### src/rtl/ptr_alu_pkg.sv
package ptr_alu_pkg;
   typedef enum logic [1:0] {
      OP_ADD = 2'b00,
      OP_SUB = 2'b01,
      OP_INC = 2'b10,
      OP_DEC = 2'b11
   } alu_op_e;

   typedef enum int {
      CHAIN_RIPPLE    = 0,
      CHAIN_LOOKAHEAD = 1
   } chain_mode_e;
endpackage

### src/rtl/ptr_alu_prep.sv
module ptr_alu_prep
   import ptr_alu_pkg::*;
#(
   parameter int WIDTH = 16
) (
   input  logic [WIDTH-1:0] a_in,
   input  logic [WIDTH-1:0] b_in,
   input  logic [1:0]       sel,
   output logic [WIDTH-1:0] b_eff,
   output logic             cin,
   output logic             wrap_inv
);
   alu_op_e op;
   assign op = alu_op_e'(sel);

   // a_in only sets the width here; the A operand goes to the slices directly
   logic unused_a;
   assign unused_a = ^a_in;

   always_comb begin
      b_eff    = '0;
      cin      = 1'b0;
      wrap_inv = 1'b0;
      unique case (op)
         OP_ADD: begin
            b_eff = b_in;
            cin   = 1'b0;
         end
         OP_SUB: begin
            b_eff = ~b_in;
            cin   = 1'b1;
         end
         OP_INC: begin
            b_eff = '0;
            cin   = 1'b1;
         end
         OP_DEC: begin
            b_eff    = '1;
            cin      = 1'b0;
            wrap_inv = 1'b1;
         end
      endcase
   end
endmodule

### src/rtl/ptr_alu_slice.sv
module ptr_alu_slice #(
   parameter int SW = 4
) (
   input  logic [SW-1:0] a,
   input  logic [SW-1:0] b,
   input  logic          cin,
   output logic [SW-1:0] sum,
   output logic          grp_g,
   output logic          grp_p
);
   logic [SW:0]   c;
   logic [SW-1:0] bit_g;
   logic [SW-1:0] bit_p;

   assign bit_g = a & b;
   assign bit_p = a ^ b;

   always_comb begin
      c[0] = cin;
      for (int i = 0; i < SW; i++) begin
         sum[i]   = bit_p[i] ^ c[i];
         c[i+1]   = bit_g[i] | (bit_p[i] & c[i]);
      end
   end

   always_comb begin
      grp_g = 1'b0;
      grp_p = 1'b1;
      for (int i = 0; i < SW; i++) begin
         grp_g = bit_g[i] | (bit_p[i] & grp_g);
         grp_p = grp_p & bit_p[i];
      end
   end

   logic unused_top;
   assign unused_top = c[SW];
endmodule

### src/rtl/ptr_alu_chain.sv
module ptr_alu_chain
   import ptr_alu_pkg::*;
#(
   parameter int NS   = 4,
   parameter int MODE = CHAIN_LOOKAHEAD
) (
   input  logic [NS-1:0] g,
   input  logic [NS-1:0] p,
   input  logic          cin,
   output logic [NS:0]   carry
);
   generate
      if (MODE == CHAIN_RIPPLE) begin : g_ripple
         assign carry[0] = cin;
         for (genvar i = 0; i < NS; i++) begin : g_link
            assign carry[i+1] = g[i] | (p[i] & carry[i]);
         end
      end else begin : g_lookahead
         always_comb begin
            carry[0] = cin;
            for (int i = 0; i < NS; i++) begin
               logic term_p;
               logic acc;
               term_p = 1'b1;
               acc    = 1'b0;
               for (int j = i; j >= 0; j--) begin
                  acc    = acc | (term_p & g[j]);
                  term_p = term_p & p[j];
               end
               carry[i+1] = acc | (term_p & cin);
            end
         end
      end
   endgenerate
endmodule

### src/rtl/ptr_alu_flags.sv
module ptr_alu_flags #(
   parameter int WIDTH = 16
) (
   input  logic [WIDTH-1:0] res,
   output logic             is_zero,
   output logic             is_one,
   output logic             is_gt2
);
   logic upper_any;
   assign upper_any = |res[WIDTH-1:2];
   assign is_zero   = ~upper_any & ~res[1] & ~res[0];
   assign is_one    = ~upper_any & ~res[1] &  res[0];
   assign is_gt2    =  upper_any | (res[1] & res[0]);
endmodule

### src/rtl/ptr_alu.sv
module ptr_alu
   import ptr_alu_pkg::*;
#(
   parameter int WIDTH      = 16,
   parameter int SLICE_W    = 4,
   parameter int CARRY_MODE = CHAIN_LOOKAHEAD,
   parameter bit REG_OUT    = 1'b1
) (
   input  logic             clk,
   input  logic             rst_n,
   input  logic [WIDTH-1:0] op_a,
   input  logic [WIDTH-1:0] op_b,
   input  logic [1:0]       op_sel,
   output logic [WIDTH-1:0] result,
   output logic             carry_out,
   output logic             flag_zero,
   output logic             flag_one,
   output logic             flag_gt2
);
   localparam int NSLICE = WIDTH / SLICE_W;

   generate
      if (WIDTH % SLICE_W != 0) begin : g_chk_div
         $error("ptr_alu: WIDTH must be a multiple of SLICE_W");
      end
      if (SLICE_W < 2) begin : g_chk_sw
         $error("ptr_alu: SLICE_W must be at least 2");
      end
      if (WIDTH < 4) begin : g_chk_w
         $error("ptr_alu: WIDTH must be at least 4");
      end
      if (CARRY_MODE != CHAIN_RIPPLE && CARRY_MODE != CHAIN_LOOKAHEAD) begin : g_chk_mode
         $error("ptr_alu: unknown CARRY_MODE");
      end
   endgenerate

   logic [WIDTH-1:0]  b_eff;
   logic              cin;
   logic              wrap_inv;
   logic [NSLICE-1:0] sl_g;
   logic [NSLICE-1:0] sl_p;
   logic [NSLICE:0]   sl_c;
   logic [WIDTH-1:0]  sum_c;
   logic              cout_c;
   logic              z_c, o_c, g2_c;

   ptr_alu_prep #(.WIDTH(WIDTH)) u_prep (
      .a_in     (op_a),
      .b_in     (op_b),
      .sel      (op_sel),
      .b_eff    (b_eff),
      .cin      (cin),
      .wrap_inv (wrap_inv)
   );

   generate
      for (genvar s = 0; s < NSLICE; s++) begin : g_slice
         ptr_alu_slice #(.SW(SLICE_W)) u_slice (
            .a     (op_a [s*SLICE_W +: SLICE_W]),
            .b     (b_eff[s*SLICE_W +: SLICE_W]),
            .cin   (sl_c[s]),
            .sum   (sum_c[s*SLICE_W +: SLICE_W]),
            .grp_g (sl_g[s]),
            .grp_p (sl_p[s])
         );
      end
   endgenerate

   ptr_alu_chain #(.NS(NSLICE), .MODE(CARRY_MODE)) u_chain (
      .g     (sl_g),
      .p     (sl_p),
      .cin   (cin),
      .carry (sl_c)
   );

   assign cout_c = sl_c[NSLICE] ^ wrap_inv;

   ptr_alu_flags #(.WIDTH(WIDTH)) u_flags (
      .res     (sum_c),
      .is_zero (z_c),
      .is_one  (o_c),
      .is_gt2  (g2_c)
   );

   generate
      if (REG_OUT) begin : g_reg
         always_ff @(posedge clk or negedge rst_n) begin
            if (!rst_n) begin
               result    <= '0;
               carry_out <= 1'b0;
               flag_zero <= 1'b1;
               flag_one  <= 1'b0;
               flag_gt2  <= 1'b0;
            end else begin
               result    <= sum_c;
               carry_out <= cout_c;
               flag_zero <= z_c;
               flag_one  <= o_c;
               flag_gt2  <= g2_c;
            end
         end
      end else begin : g_comb
         assign result    = sum_c;
         assign carry_out = cout_c;
         assign flag_zero = z_c;
         assign flag_one  = o_c;
         assign flag_gt2  = g2_c;
         logic unused_clk;
         assign unused_clk = clk ^ rst_n;
      end
   endgenerate
endmodule

### config.mk
export PLATFORM = sky130hd
export DESIGN_NAME = ptr_alu
export DESIGN_NICKNAME = d
export VERILOG_FILES = /design/src/rtl/ptr_alu_pkg.sv /design/src/rtl/ptr_alu_prep.sv /design/src/rtl/ptr_alu_slice.sv /design/src/rtl/ptr_alu_chain.sv /design/src/rtl/ptr_alu_flags.sv /design/src/rtl/ptr_alu.sv
export SDC_FILE = /design/constraint.sdc
export NUM_CORES = 1
export LEC_CHECK = 0
export BUFFER_PORTS_ARGS = -buffer_cell sky130_fd_sc_hd__buf_4
export CAP_MARGIN = 20
export CELL_PAD_IN_SITES_DETAIL_PLACEMENT = 0
export CELL_PAD_IN_SITES_GLOBAL_PLACEMENT = 1
export CORE_MARGIN = 8
export CORE_UTILIZATION = 38
export DETAILED_ROUTE_END_ITERATION = 8
export GPL_ROUTABILITY_DRIVEN = 0
export PLACE_DENSITY_LB_ADDON = 0.2
export SYNTH_ARGS = -nofsm -noshare
export SYNTH_HDL_FRONTEND = slang
export SYNTH_HIERARCHICAL = 1
export SYNTH_SLANG_ARGS = --single-unit
### constraint.sdc
create_clock -name clk -period 0.8 [get_ports clk]
set_clock_uncertainty 0.2 [all_clocks]
set_input_delay 0.08 -clock clk [delete_from_list [all_inputs] [get_ports clk]]
set_output_delay 0.08 -clock clk [all_outputs]
set_load 0.02 [all_outputs]
==> flow_summary.toml <==
[outcome]
outcome = "finished with violations"
failed_checks = "negative hold slack, negative setup slack"

[place]
place.detailed.instances = 308
dp_hpwl_mm = 3.900
i_o_buffers = 55

[route]
drt-wirelength-per-cell_um = 14.82
postRouteWirelength_mm = 4.757
via_count = 1533
detailedRoute.firstPassIterationCount = 4
via_per_inst = 4.776
starting_drt_drc_count = 19
route.antenna.remaining_nets = 0
drt_drc_violations_left = 0

[layout]
finalNonFillerCells = 321
finalNetCount = 337
multi_input_logic_area_sq_um = 1393
antennaDiodeCount = 0
drive_gt1_share_pct = 65.43
layout_common_cells = "sky130_fd_sc_hd__buf_4, sky130_fd_sc_hd__buf_6, sky130_fd_sc_hd__dfrtp_1"
final_common_cell = "sky130_fd_sc_hd__buf_4"
nFillCells = 309
areaGrowthSynthToFinish_pct = 76.16
area.sequential_sq_um = 501.7

[timing]
finalHoldWorstSlack_ps = -29.20
grt_setup_unrepaired = "true"
report.final.hold_viol_count = 2
fmax_ghz = 0.2583
setup_slack_ps = -3072
final-max-slew-violation-count = 0
layout_worst_path_cycle_share_pct = 483.9
relSlewSlack_pct = 82.76
final.setup.tns_ps = -43030
setup_violations = 40
max_slew.worst_pin.slew_ps = 258.6
finalCriticalPeriod_ps = 3872

[cts]
ctsLongestPathBuffers = 2
clock_pin_slew_on_the_worst_setup_and_hold_paths_ps = 70
tritoncts_num_sinks = 20
cts.htree.levels = 1
root_buf_cell = "sky130_fd_sc_hd__clkbuf_8"
cts.hold.buffers_added = 1
cts_tree = "done"
cts-buffers-inserted = 3

[global_routing]
grt_first_pass_wirelength_mm = 7.541
grt_antenna_before_repair = 0
grt_max_degree = 21
vias_in_the_first_global_route = 1622
global_route.usage.total_pct = 12.79
global_route.overflow_total = 0

[power]
power.clock.fraction_pct = 14.3
cellLeakagePower_nw = 1.410
highest_ir_drop_seen_on_vdd_mv = 0.5849
cellInternalPower_mw = 3.319
power.net_switching_mw = 1.808
sequentialPowerShare_pct = 26.9
switch_share_pct = 35.27
power.density_cell_area_nw_per_um2 = 1707
combinationalPowerShare_pct = 58.8

[critical_path]
worstSetupPathType = "primary input to flop"
timing.critical_path.required_ps = 730
start_kind = "primary input"
worst-path-max-fanout = 7
critical_path.endpoint_type = "flop"
crit_arrival_ps = 3800

[logic_synthesis]
mappedNetlistArea_sq_um = 1705
syn-num-nets = 232
post_synth.cell_area_avg_sq_um = 10.34
synth_sequential_area_ratio_pct = 29.42
number_of_cells_produced_by_synthesis = 165
postSynthRegisterBits = 20
post_synth_cell_types = 24
ys.warnings.count = 6

[die]
die-area_sq_um = 6887
chipHeight_um = 82.99
floorplan.rows = 24
dieWidth_um = 82.99
core_sq_um = 4354
design.portCount = 56
initial_utilization_pct = 39.17

[flow_run]
drv_cap = 0

[hold_path]
hold_class = "primary input to flop"
hold_depth = 2
final cells by class:
type                       instances  area share, %
timing repair buffer             104          30.07
multi-input combinational        119          46.36
sequential                        20          16.70
tap                               52          2.166
clock buffer                       4          1.833
inverter                          22          2.874
metal layers:
layer	track usage [%]	vias to the layer above	routed length, um
met2	22.21	49	2444
met3	3.516	9	282
met5	0	-	0
met1	14.96	722	1943
met4	3.514	0	87
li1	-	753	-
synth_stat cells:
library cell,n,area share (%)
sky130_fd_sc_hd__nor2_4,1,0.66
sky130_fd_sc_hd__or4b_1,1,0.59
sky130_fd_sc_hd__and4_1,4,2.1
sky130_fd_sc_hd__a211o_1,1,0.51
sky130_fd_sc_hd__or4_1,3,1.3
sky130_fd_sc_hd__and2b_1,9,4.0
sky130_fd_sc_hd__a21oi_2,10,5.1
sky130_fd_sc_hd__buf_6,1,0.66
sky130_fd_sc_hd__a31o_1,1,0.51
sky130_fd_sc_hd__dfstp_2,1,1.5
sky130_fd_sc_hd__nor4_1,2,0.73
sky130_fd_sc_hd__o21ai_1,4,1.2
sky130_fd_sc_hd__nand2_1,4,0.88
sky130_fd_sc_hd__inv_1,22,4.8
sky130_fd_sc_hd__dfrtp_1,19,28
sky130_fd_sc_hd__a21o_1,4,1.8
sky130_fd_sc_hd__a21oi_1,14,4.1
sky130_fd_sc_hd__nand2b_1,16,5.9
sky130_fd_sc_hd__nor2b_1,7,2.6
sky130_fd_sc_hd__ha_1,19,14
sky130_fd_sc_hd__or4_4,2,1.3
sky130_fd_sc_hd__buf_4,3,1.3
sky130_fd_sc_hd__fa_1,12,14
sky130_fd_sc_hd__xor2_1,5,2.6
flip-flops by register name, indices dropped and copies added, names as in the netlist:
| name | count |
|---|---|
| carry_out | 1 |
| result | 16 |
| flag_gt2 | 1 |
| flag_one | 1 |
| flag_zero | 1 |
stage by stage:
stage          setup WS (ps)  power (mW)  hold slack (ps)  area [sq um]  util, %
2_1_floorplan          -3316       2.590           -415.6          1799        -
3_3_place_gp           -3395       3.669           -245.5          2536    58.25
3_5_place_dp           -3512       3.755           -234.9          2536    58.25
4_1_cts                -3115       4.899           -43.31          2794    64.17
5_1_grt                -3194       5.494           -33.41          3004    68.99
6_report               -3072       5.127           -29.20          3004    68.99
kinds of logic after synthesis:
family | after synthesis | share of synthesized area [%]
buf+inv | 26 | 6.823
fa+ha+maj | 31 | 28.03
flops | 20 | 29.42
compound gates | 34 | 13.21
xor+xnor | 5 | 2.568
simple gates | 49 | 19.96
power groups by stage:
stage,sequential (mW),combinational [mW],clock [mW]
global route,1.40,3.27,0.821
global placement,1.34,2.33,0
CTS,1.38,2.77,0.749
detailed placement,1.35,2.41,0
finish,1.38,3.01,0.735
floorplan,1.69,0.901,0
path summary, 6_finish.rpt:
kind                           start    endpoint  slack [ps]
setup / recovery           op_sel[1]    flag_gt2       -3070
hold / removal              op_a[14]  result[14]         -30
max in group asynchronous      rst_n   flag_zero         100
min in group asynchronous      rst_n  result[10]          40
critical path, cell delays in order:
cell and delay, ps:
sky130_fd_sc_hd__buf_8 80, sky130_fd_sc_hd__clkinvlp_4 110, sky130_fd_sc_hd__ha_4 210, sky130_fd_sc_hd__and2b_1 190, sky130_fd_sc_hd__a21oi_4 170, sky130_fd_sc_hd__ha_4 230
sky130_fd_sc_hd__a21oi_2 150, sky130_fd_sc_hd__o21ai_2 80, sky130_fd_sc_hd__a21o_1 170, sky130_fd_sc_hd__a21o_1 180, sky130_fd_sc_hd__buf_4 140, sky130_fd_sc_hd__inv_2 50
sky130_fd_sc_hd__fa_2 180, sky130_fd_sc_hd__inv_2 40, sky130_fd_sc_hd__fa_2 360, sky130_fd_sc_hd__fa_2 470, sky130_fd_sc_hd__or4_4 420, sky130_fd_sc_hd__or4_1 500
what timing repair did:
item,in CTS,in global routing
buffers inserted,4,5
pin swaps,10,21
gates cloned,0,0
endpoints found under the hold margin,22,2
gates resized for setup,47,30
setup endpoints to repair,40,40
Note: power is estimated with default switching activity, not from simulation.
